**config.mk**
```make
export PLATFORM = sky130hd
export DESIGN_NAME = ftl_engine
export DESIGN_NICKNAME = d
export VERILOG_FILES = /design/src/rtl/ftl_pkg.sv /design/src/rtl/ftl_map.sv /design/src/rtl/ftl_blk_info.sv /design/src/rtl/ftl_engine.sv
export SDC_FILE = /design/constraint.sdc
export NUM_CORES = 1
export LEC_CHECK = 0
export BUFFER_PORTS_ARGS = -buffer_cell sky130_fd_sc_hd__buf_2
export CAP_MARGIN = 20
export CORE_ASPECT_RATIO = 0.9
export CORE_MARGIN = 3
export CORE_UTILIZATION = 35
export DETAILED_ROUTE_END_ITERATION = 16
export PLACE_DENSITY = 0.5
export SETUP_SLACK_MARGIN = 0.05
export SLEW_MARGIN = 40
export SYNTH_ARGS = -nofsm -noshare
export SYNTH_HDL_FRONTEND = slang
export SYNTH_SLANG_ARGS = --single-unit
```
**constraint.sdc**
```tcl
create_clock -name clk_i -period 32.1 [get_ports clk_i]
set_input_delay 8.025 -clock clk_i [delete_from_list [all_inputs] [get_ports clk_i]]
set_output_delay 8.025 -clock clk_i [all_outputs]
set_load 0.005 [all_outputs]
```
**src/rtl/ftl_pkg.sv**
```systemverilog
package ftl_pkg;
  typedef enum logic [2:0] {
    S_IDLE, S_RD, S_OPEN, S_PROG, S_GC_PICK, S_GC_SCAN, S_GC_ERASE
  } ftl_state_e;
endpackage

```
**src/rtl/ftl_map.sv**
```systemverilog
module ftl_map #(
  parameter int NUM_LBAS = 16,
  parameter int PPA_W    = 5,
  localparam int LBA_W   = $clog2(NUM_LBAS),
  localparam int NUM_PPA = 1 << PPA_W
) (
  input  logic             clk_i,
  input  logic             rst_ni,
  input  logic [LBA_W-1:0] lk_lba_i,
  output logic             lk_hit_o,
  output logic [PPA_W-1:0] lk_ppa_o,
  input  logic             upd_en_i,
  input  logic [LBA_W-1:0] upd_lba_i,
  input  logic [PPA_W-1:0] upd_ppa_i,
  input  logic [PPA_W-1:0] q_ppa_i,
  output logic             q_live_o,
  output logic [LBA_W-1:0] q_lba_o
);
  logic [PPA_W-1:0]    l2p_q [NUM_LBAS];
  logic [NUM_LBAS-1:0] mapped_q;
  logic [LBA_W-1:0]    p2l_q [NUM_PPA];

  always_ff @(posedge clk_i or negedge rst_ni) begin
    if (!rst_ni) begin
      mapped_q <= '0;
      for (int i = 0; i < NUM_LBAS; i++) l2p_q[i] <= '0;
      for (int i = 0; i < NUM_PPA; i++)  p2l_q[i] <= '0;
    end else if (upd_en_i) begin
      l2p_q[upd_lba_i]    <= upd_ppa_i;
      mapped_q[upd_lba_i] <= 1'b1;
      p2l_q[upd_ppa_i]    <= upd_lba_i;
    end
  end

  assign lk_hit_o = mapped_q[lk_lba_i];
  assign lk_ppa_o = l2p_q[lk_lba_i];
  assign q_lba_o  = p2l_q[q_ppa_i];
  // a page is live only if its owner still points back at it
  assign q_live_o = mapped_q[q_lba_o] && (l2p_q[q_lba_o] == q_ppa_i);
endmodule

```
**src/rtl/ftl_blk_info.sv**
```systemverilog
module ftl_blk_info #(
  parameter int NUM_BLKS = 8,
  parameter int PAGES    = 4,
  parameter int ECNT_W   = 16,
  localparam int BLK_W   = $clog2(NUM_BLKS),
  localparam int VC_W    = $clog2(PAGES + 1),
  localparam int CNT_W   = $clog2(NUM_BLKS + 1)
) (
  input  logic             clk_i,
  input  logic             rst_ni,
  input  logic             open_en_i,
  input  logic [BLK_W-1:0] open_blk_i,
  input  logic             inc_en_i,
  input  logic [BLK_W-1:0] inc_blk_i,
  input  logic             dec_en_i,
  input  logic [BLK_W-1:0] dec_blk_i,
  input  logic             erase_en_i,
  input  logic [BLK_W-1:0] erase_blk_i,
  input  logic             excl_en_i,
  input  logic [BLK_W-1:0] excl_blk_i,
  output logic [CNT_W-1:0] free_cnt_o,
  output logic             alloc_ok_o,
  output logic [BLK_W-1:0] alloc_blk_o,
  output logic             victim_ok_o,
  output logic [BLK_W-1:0] victim_blk_o,
  output logic [VC_W-1:0]  victim_vcnt_o
);
  logic [ECNT_W-1:0]   ecnt_w [NUM_BLKS];
  logic [VC_W-1:0]     vcnt_w [NUM_BLKS];
  logic [NUM_BLKS-1:0] erased_w;

  for (genvar g = 0; g < NUM_BLKS; g++) begin : g_blk
    logic [ECNT_W-1:0] ecnt_q;
    logic [VC_W-1:0]   vcnt_q;
    logic              erased_q;
    logic              inc_hit, dec_hit;

    assign inc_hit = inc_en_i && (inc_blk_i == BLK_W'(g));
    assign dec_hit = dec_en_i && (dec_blk_i == BLK_W'(g));

    always_ff @(posedge clk_i or negedge rst_ni) begin
      if (!rst_ni) begin
        ecnt_q   <= '0;
        vcnt_q   <= '0;
        erased_q <= 1'b1;
      end else if (erase_en_i && (erase_blk_i == BLK_W'(g))) begin
        ecnt_q   <= ecnt_q + 1'b1;
        vcnt_q   <= '0;
        erased_q <= 1'b1;
      end else begin
        if (open_en_i && (open_blk_i == BLK_W'(g))) erased_q <= 1'b0;
        vcnt_q <= vcnt_q + VC_W'(inc_hit) - VC_W'(dec_hit);
      end
    end

    assign ecnt_w[g]   = ecnt_q;
    assign vcnt_w[g]   = vcnt_q;
    assign erased_w[g] = erased_q;
  end

  // least-worn erased block, lowest index on ties
  always_comb begin
    logic [ECNT_W-1:0] best_e;
    best_e      = '0;
    alloc_ok_o  = 1'b0;
    alloc_blk_o = '0;
    for (int i = 0; i < NUM_BLKS; i++) begin
      if (erased_w[i] && (!alloc_ok_o || ecnt_w[i] < best_e)) begin
        alloc_ok_o  = 1'b1;
        alloc_blk_o = BLK_W'(i);
        best_e      = ecnt_w[i];
      end
    end
  end

  // sparsest closed block, open block excluded
  always_comb begin
    logic cand;
    victim_ok_o   = 1'b0;
    victim_blk_o  = '0;
    victim_vcnt_o = '0;
    for (int i = 0; i < NUM_BLKS; i++) begin
      cand = !erased_w[i] && !(excl_en_i && excl_blk_i == BLK_W'(i));
      if (cand && (!victim_ok_o || vcnt_w[i] < victim_vcnt_o)) begin
        victim_ok_o   = 1'b1;
        victim_blk_o  = BLK_W'(i);
        victim_vcnt_o = vcnt_w[i];
      end
    end
  end

  always_comb begin
    free_cnt_o = '0;
    for (int i = 0; i < NUM_BLKS; i++) free_cnt_o = free_cnt_o + CNT_W'(erased_w[i]);
  end
endmodule

```
**src/rtl/ftl_engine.sv**
```systemverilog
module ftl_engine #(
  parameter int NUM_BLKS = 8,
  parameter int PAGES    = 4,
  parameter int NUM_LBAS = 16,
  parameter int DATA_W   = 16,
  parameter int ECNT_W   = 16,
  localparam int BLK_W   = $clog2(NUM_BLKS),
  localparam int PG_W    = $clog2(PAGES),
  localparam int PPA_W   = BLK_W + PG_W,
  localparam int LBA_W   = $clog2(NUM_LBAS),
  localparam int VC_W    = $clog2(PAGES + 1),
  localparam int CNT_W   = $clog2(NUM_BLKS + 1)
) (
  input  logic              clk_i,
  input  logic              rst_ni,
  input  logic [CNT_W-1:0]  gc_low_i,
  input  logic [CNT_W-1:0]  gc_high_i,
  input  logic              cmd_valid_i,
  input  logic              cmd_write_i,
  input  logic [LBA_W-1:0]  cmd_lba_i,
  input  logic [DATA_W-1:0] cmd_wdata_i,
  output logic              cmd_ready_o,
  output logic              rsp_valid_o,
  output logic [DATA_W-1:0] rsp_rdata_o,
  output logic              rsp_unmapped_o,
  output logic              nand_rd_o,
  output logic              nand_prog_o,
  output logic              nand_erase_o,
  output logic [BLK_W-1:0]  nand_blk_o,
  output logic [PG_W-1:0]   nand_page_o,
  output logic [DATA_W-1:0] nand_wdata_o,
  input  logic [DATA_W-1:0] nand_rdata_i,
  output logic              gc_busy_o,
  output logic [CNT_W-1:0]  free_blks_o
);
  import ftl_pkg::*;

  ftl_state_e        st_q;
  logic [LBA_W-1:0]  lba_q;
  logic [DATA_W-1:0] data_q;
  logic              from_gc_q;
  logic [BLK_W-1:0]  victim_q;
  logic [PG_W:0]     idx_q;
  logic [BLK_W-1:0]  wp_blk_q;
  logic [PG_W-1:0]   wp_pg_q;
  logic              wp_ok_q;
  logic              gc_active_q;
  logic              rsp_valid_q, rsp_unmapped_q;
  logic [DATA_W-1:0] rsp_rdata_q;

  logic             lk_hit, q_live;
  logic [PPA_W-1:0] lk_ppa, scan_ppa;
  logic [LBA_W-1:0] q_lba;
  logic [CNT_W-1:0] free_cnt;
  logic             alloc_ok, victim_ok;
  logic [BLK_W-1:0] alloc_blk, victim_blk;
  logic [VC_W-1:0]  victim_vcnt;
  logic             gc_go, scan_end;

  assign scan_ppa = {victim_q, idx_q[PG_W-1:0]};
  assign scan_end = (idx_q == (PG_W+1)'(PAGES));

  ftl_map #(.NUM_LBAS(NUM_LBAS), .PPA_W(PPA_W)) map_i (
    .clk_i     (clk_i),
    .rst_ni    (rst_ni),
    .lk_lba_i  (lba_q),
    .lk_hit_o  (lk_hit),
    .lk_ppa_o  (lk_ppa),
    .upd_en_i  (st_q == S_PROG),
    .upd_lba_i (lba_q),
    .upd_ppa_i ({wp_blk_q, wp_pg_q}),
    .q_ppa_i   (scan_ppa),
    .q_live_o  (q_live),
    .q_lba_o   (q_lba)
  );

  ftl_blk_info #(.NUM_BLKS(NUM_BLKS), .PAGES(PAGES), .ECNT_W(ECNT_W)) info_i (
    .clk_i         (clk_i),
    .rst_ni        (rst_ni),
    .open_en_i     (st_q == S_OPEN && alloc_ok),
    .open_blk_i    (alloc_blk),
    .inc_en_i      (st_q == S_PROG),
    .inc_blk_i     (wp_blk_q),
    .dec_en_i      (st_q == S_PROG && lk_hit),
    .dec_blk_i     (lk_ppa[PPA_W-1:PG_W]),
    .erase_en_i    (st_q == S_GC_ERASE),
    .erase_blk_i   (victim_q),
    .excl_en_i     (wp_ok_q),
    .excl_blk_i    (wp_blk_q),
    .free_cnt_o    (free_cnt),
    .alloc_ok_o    (alloc_ok),
    .alloc_blk_o   (alloc_blk),
    .victim_ok_o   (victim_ok),
    .victim_blk_o  (victim_blk),
    .victim_vcnt_o (victim_vcnt)
  );

  assign gc_go       = gc_active_q || (free_cnt <= gc_low_i);
  assign cmd_ready_o = (st_q == S_IDLE) && !gc_go;

  always_ff @(posedge clk_i or negedge rst_ni) begin
    if (!rst_ni) begin
      st_q           <= S_IDLE;
      lba_q          <= '0;
      data_q         <= '0;
      from_gc_q      <= 1'b0;
      victim_q       <= '0;
      idx_q          <= '0;
      wp_blk_q       <= '0;
      wp_pg_q        <= '0;
      wp_ok_q        <= 1'b0;
      gc_active_q    <= 1'b0;
      rsp_valid_q    <= 1'b0;
      rsp_unmapped_q <= 1'b0;
      rsp_rdata_q    <= '0;
    end else begin
      rsp_valid_q <= 1'b0;
      unique case (st_q)
        S_IDLE: begin
          if (gc_go) begin
            gc_active_q <= 1'b1;
            st_q        <= S_GC_PICK;
          end else if (cmd_valid_i) begin
            lba_q     <= cmd_lba_i;
            data_q    <= cmd_wdata_i;
            from_gc_q <= 1'b0;
            if (!cmd_write_i)  st_q <= S_RD;
            else if (wp_ok_q)  st_q <= S_PROG;
            else               st_q <= S_OPEN;
          end
        end
        S_RD: begin
          rsp_valid_q    <= 1'b1;
          rsp_unmapped_q <= !lk_hit;
          rsp_rdata_q    <= lk_hit ? nand_rdata_i : '0;
          st_q           <= S_IDLE;
        end
        S_OPEN: begin
          if (alloc_ok) begin
            wp_blk_q <= alloc_blk;
            wp_pg_q  <= '0;
            wp_ok_q  <= 1'b1;
            st_q     <= S_PROG;
          end
        end
        S_PROG: begin
          wp_pg_q <= wp_pg_q + 1'b1;
          wp_ok_q <= (wp_pg_q != PG_W'(PAGES - 1));
          st_q    <= from_gc_q ? S_GC_SCAN : S_IDLE;
        end
        S_GC_PICK: begin
          if (victim_ok && victim_vcnt < VC_W'(PAGES)) begin
            victim_q <= victim_blk;
            idx_q    <= '0;
            st_q     <= S_GC_SCAN;
          end else begin
            gc_active_q <= 1'b0;
            st_q        <= S_IDLE;
          end
        end
        S_GC_SCAN: begin
          if (scan_end) begin
            st_q <= S_GC_ERASE;
          end else begin
            idx_q <= idx_q + 1'b1;
            if (q_live) begin
              data_q    <= nand_rdata_i;
              lba_q     <= q_lba;
              from_gc_q <= 1'b1;
              st_q      <= wp_ok_q ? S_PROG : S_OPEN;
            end
          end
        end
        S_GC_ERASE: begin
          // round ends once the reclaimed block lifts the count above high water
          gc_active_q <= !(({1'b0, free_cnt} + 1'b1) > {1'b0, gc_high_i});
          st_q        <= S_IDLE;
        end
        default: st_q <= S_IDLE;
      endcase
    end
  end

  always_comb begin
    nand_rd_o    = 1'b0;
    nand_prog_o  = 1'b0;
    nand_erase_o = 1'b0;
    nand_blk_o   = '0;
    nand_page_o  = '0;
    nand_wdata_o = data_q;
    unique case (st_q)
      S_RD: begin
        nand_rd_o   = lk_hit;
        nand_blk_o  = lk_ppa[PPA_W-1:PG_W];
        nand_page_o = lk_ppa[PG_W-1:0];
      end
      S_PROG: begin
        nand_prog_o = 1'b1;
        nand_blk_o  = wp_blk_q;
        nand_page_o = wp_pg_q;
      end
      S_GC_SCAN: begin
        nand_rd_o   = !scan_end && q_live;
        nand_blk_o  = victim_q;
        nand_page_o = idx_q[PG_W-1:0];
      end
      S_GC_ERASE: begin
        nand_erase_o = 1'b1;
        nand_blk_o   = victim_q;
      end
      default: ;
    endcase
  end

  assign rsp_valid_o    = rsp_valid_q;
  assign rsp_rdata_o    = rsp_rdata_q;
  assign rsp_unmapped_o = rsp_unmapped_q;
  assign gc_busy_o      = gc_active_q;
  assign free_blks_o    = free_cnt;
endmodule

```
==> flow_metrics.tcl <==
set metrics [dict create \
    synthTopCellsByCount "dfrtp_1, mux2_2, nand2_1" \
    required_ns 24.07 \
    antenna_cells 0 \
    dp_slack_ns 14.44 \
    ys_types 97 \
    path_class "input pin to output port" \
    yosysTopAreaCell "dfrtp_1" \
    nNetsFinal 2783 \
    avgRoutedWirePerCell_microns 19.9 \
    ff2ff_setup_slack_ns 14.55 \
    drc_errors 0 \
    dieArea_sq_um 80000 \
    synthCells 2478 \
    post-route-cell-area_sq_um 30200 \
    place_congestion 0.841 \
    numCtsBuffers 49 \
    ys_async_sr_fraction 1.00 \
    yosys.area.top_type_share 0.402 \
    postCtsSetupBuffers 0 \
    synth_ff_type "dfrtp_1" \
    routed_wl_mm 72.0 \
    maxSlewViolCount 0 \
    final_cells 3620 \
    syn2layout_area_growth_pct 12.5 \
    grt_overflow_total 0 \
    worstMarginPinSlew_ns 0.828 \
    hold_depth 2 \
    dieWidth_microns 298 \
    h-tree-depth 2 \
    finalCritPeriodShare 0.551 \
    synth_area_sq_um 26800 \
    cts_max_path_buffers 3 \
    cp_common_cell "buf_2" \
    vias 19112 \
    leakagePower_uw 0.0141 \
    path_depth 7 \
    holdCritStartpoint "rsp_rdata_o[11]" \
    syn_nets 2700 \
    dp_hpwl_mm 51.8 \
    path_delay_family "simple AND/OR/NAND/NOR gates" \
    cts.repair.resized 0 \
    clk_latency_ns 0.60 \
    ys_seq_elements 439 \
    clkTransAtPathRegs_ns 0.06 \
    setup_viol 0 \
    antenna_left 0 \
    synth.avg_cell_area_sq_um 10.8 \
    p_per_area_nw_per_um2 94.6 \
    row_count 95 \
    grt_pass1_wl_mm 114 \
    drt_iter0_drc 970 \
    rsz0062_at_grt "false" \
    fp.dieH_microns 269 \
    drive_above_1_share 0.233 \
    multiInputGateArea_sq_um 14900 \
    finalCriticalPeriod_ns 17.69 \
    cap_violations 0 \
    fillers 7316 \
    io_pins 96 \
    dpl_cell_area_sq_um 28400 \
    antenna_found_initial 1 \
    crit_chain "buf_2 -> inv_1 -> ha_1 -> a41oi_1 -> o21ai_0 -> nor4_1 -> buf_2" \
    ir_drop_mv 0.106 \
    cts_tree "done" \
    critPathArrivalTime_ns 9.66 \
    finalWorstSetupSlack_ns 14.41 \
    tns_ns 0 \
    ys_warn_count 0 \
    cts_root_buffer "clkbuf_16" \
    skew_ns 0.0255 \
    r2r_cells 70 \
    clock_sinks 439 \
    r2r-end "wp_blk_q[0]" \
    synth_area_leaders "dfrtp_1, mux2_2, ha_1" \
    end_kind "output port" \
    hold_end "rsp_rdata_o[11]" \
    regToRegStartpoint "info_i.g_blk[0].erased_q" \
    grt_pass1_vias 19746 \
    hold_buffers 0 \
    crit_path_top_delay_cell "nor4_1" \
    vias_per_cell 5.28 \
    core_area_sq_um 75400 \
    regArea_sq_um 11000 \
    dp_cells 3526 \
    drt_first_pass_iters 7 \
    start_kind "input pin" \
    port-buffer-count 95 \
    critPathMaxFanout 5 \
    synth_edf_count 0 \
    timing.fmax_mhz 56.5 \
    cp.buffers_inverters 3 \
    max_stage_delay_ns 0.54 \
    maxSlewHeadroom 0.446 \
    grt_start_max_net_pins 152 \
    track_usage 0.179 \
    hold_viol 0 \
    seq_area_frac_synth 0.410 \
    min_path_type "flip-flop to flip-flop" \
    start_util 0.356 \
    status "completed" \
    synth.most_common_cell "dfrtp_1" \
]
layer usage:
| layer | track usage | vias up | share of wire |
|---|---|---|---|
| met1 | 0.252 | 9652 | 0.48 |
| met5 | 0 | - | 0 |
| met2 | 0.290 | 313 | 0.46 |
| li1 | - | 9047 | - |
| met4 | 0.0450 | 0 | 0.022 |
| met3 | 0.0257 | 100 | 0.035 |
sequential cells by signal, summed over array words and instances, names as in the netlist:
signal / cells
lba_q: 4
from_gc_q: 1
wp_blk_q: 3
rsp_valid_o: 1
info_i.g_blk.erased_q: 8
wp_ok_q: 1
rsp_unmapped_o: 1
victim_q: 3
info_i.g_blk.ecnt_q: 128
info_i.g_blk.vcnt_q: 24
nand_wdata_o: 16
map_i.mapped_q: 16
map_i.p2l_q: 128
rsp_rdata_o: 16
map_i.l2p_q: 80
st_q: 3
idx_q: 3
gc_busy_o: 1
wp_pg_q: 2
layout make-up:
cell class	count	share of cell area
sequential	439	0.364
multi-input combinational	1798	0.493
tap	1018	0.0422
clock buffer	75	0.0492
timing repair buffer	126	0.0262
clock inverter	17	0.00647
inverter	147	0.0183
cells in the final DEF, fill, tap and decap left out, drive strengths merged, types with 81 or more instances in the layout:
cell | synthesis | final
inv | 143 | 145
buf | 36 | 126
ha | 162 | 162
mux2 | 279 | 279
nand2 | 250 | 250
o21ai | 81 | 81
xnor2 | 115 | 115
mux2i | 103 | 103
dfrtp | 431 | 431
nor2 | 131 | 131
through the flow:
step / util / hold slack, ns / power (uW)
after floorplan: - / 0.445 / 1860
after global placement: 0.376 / 0.451 / 2230
after detailed placement: 0.377 / 0.451 / 2270
after CTS: 0.400 / 0.465 / 2870
after global routing: 0.401 / 0.491 / 3070
final: 0.401 / 0.462 / 2860
logic make-up after synthesis:
group	synth area share
and+or+nand+nor	0.130
DFF	0.410
muxes	0.204
AOI/OAI and AO/OA	0.0882
buffers and inverters	0.0379
adders and majority gates	0.0845
xor gates and xnor gates	0.0460
power breakdown:
part           total, uW  switching (uW)  internal (uW)
combinational       1570             927            642
sequential           703            80.7            622
clock                584             240            344
total               2860            1250           1610
tightest hold or removal path: cells and delay by family (launching register included):
| kind | cells | cell delay, ns |
|---|---|---|
| AND/OR/NAND/NOR | 2 | 0.09 |
| flip-flops | 1 | 0.34 |
how the worst max path moves through the flow:
| stage | from | to |
|---|---|---|
| 6_report | gc_low_i[2] | cmd_ready_o |
| 5_1_grt | info_i.g_blk[0].erased_q | wp_blk_q[0] |
| 4_1_cts | gc_low_i[2] | cmd_ready_o |
| 3_5_place_dp | gc_low_i[2] | cmd_ready_o |
| 3_3_place_gp | info_i.g_blk[0].erased_q | wp_blk_q[0] |
| 2_1_floorplan | gc_low_i[2] | cmd_ready_o |
Power figures use the tool's default switching activity.
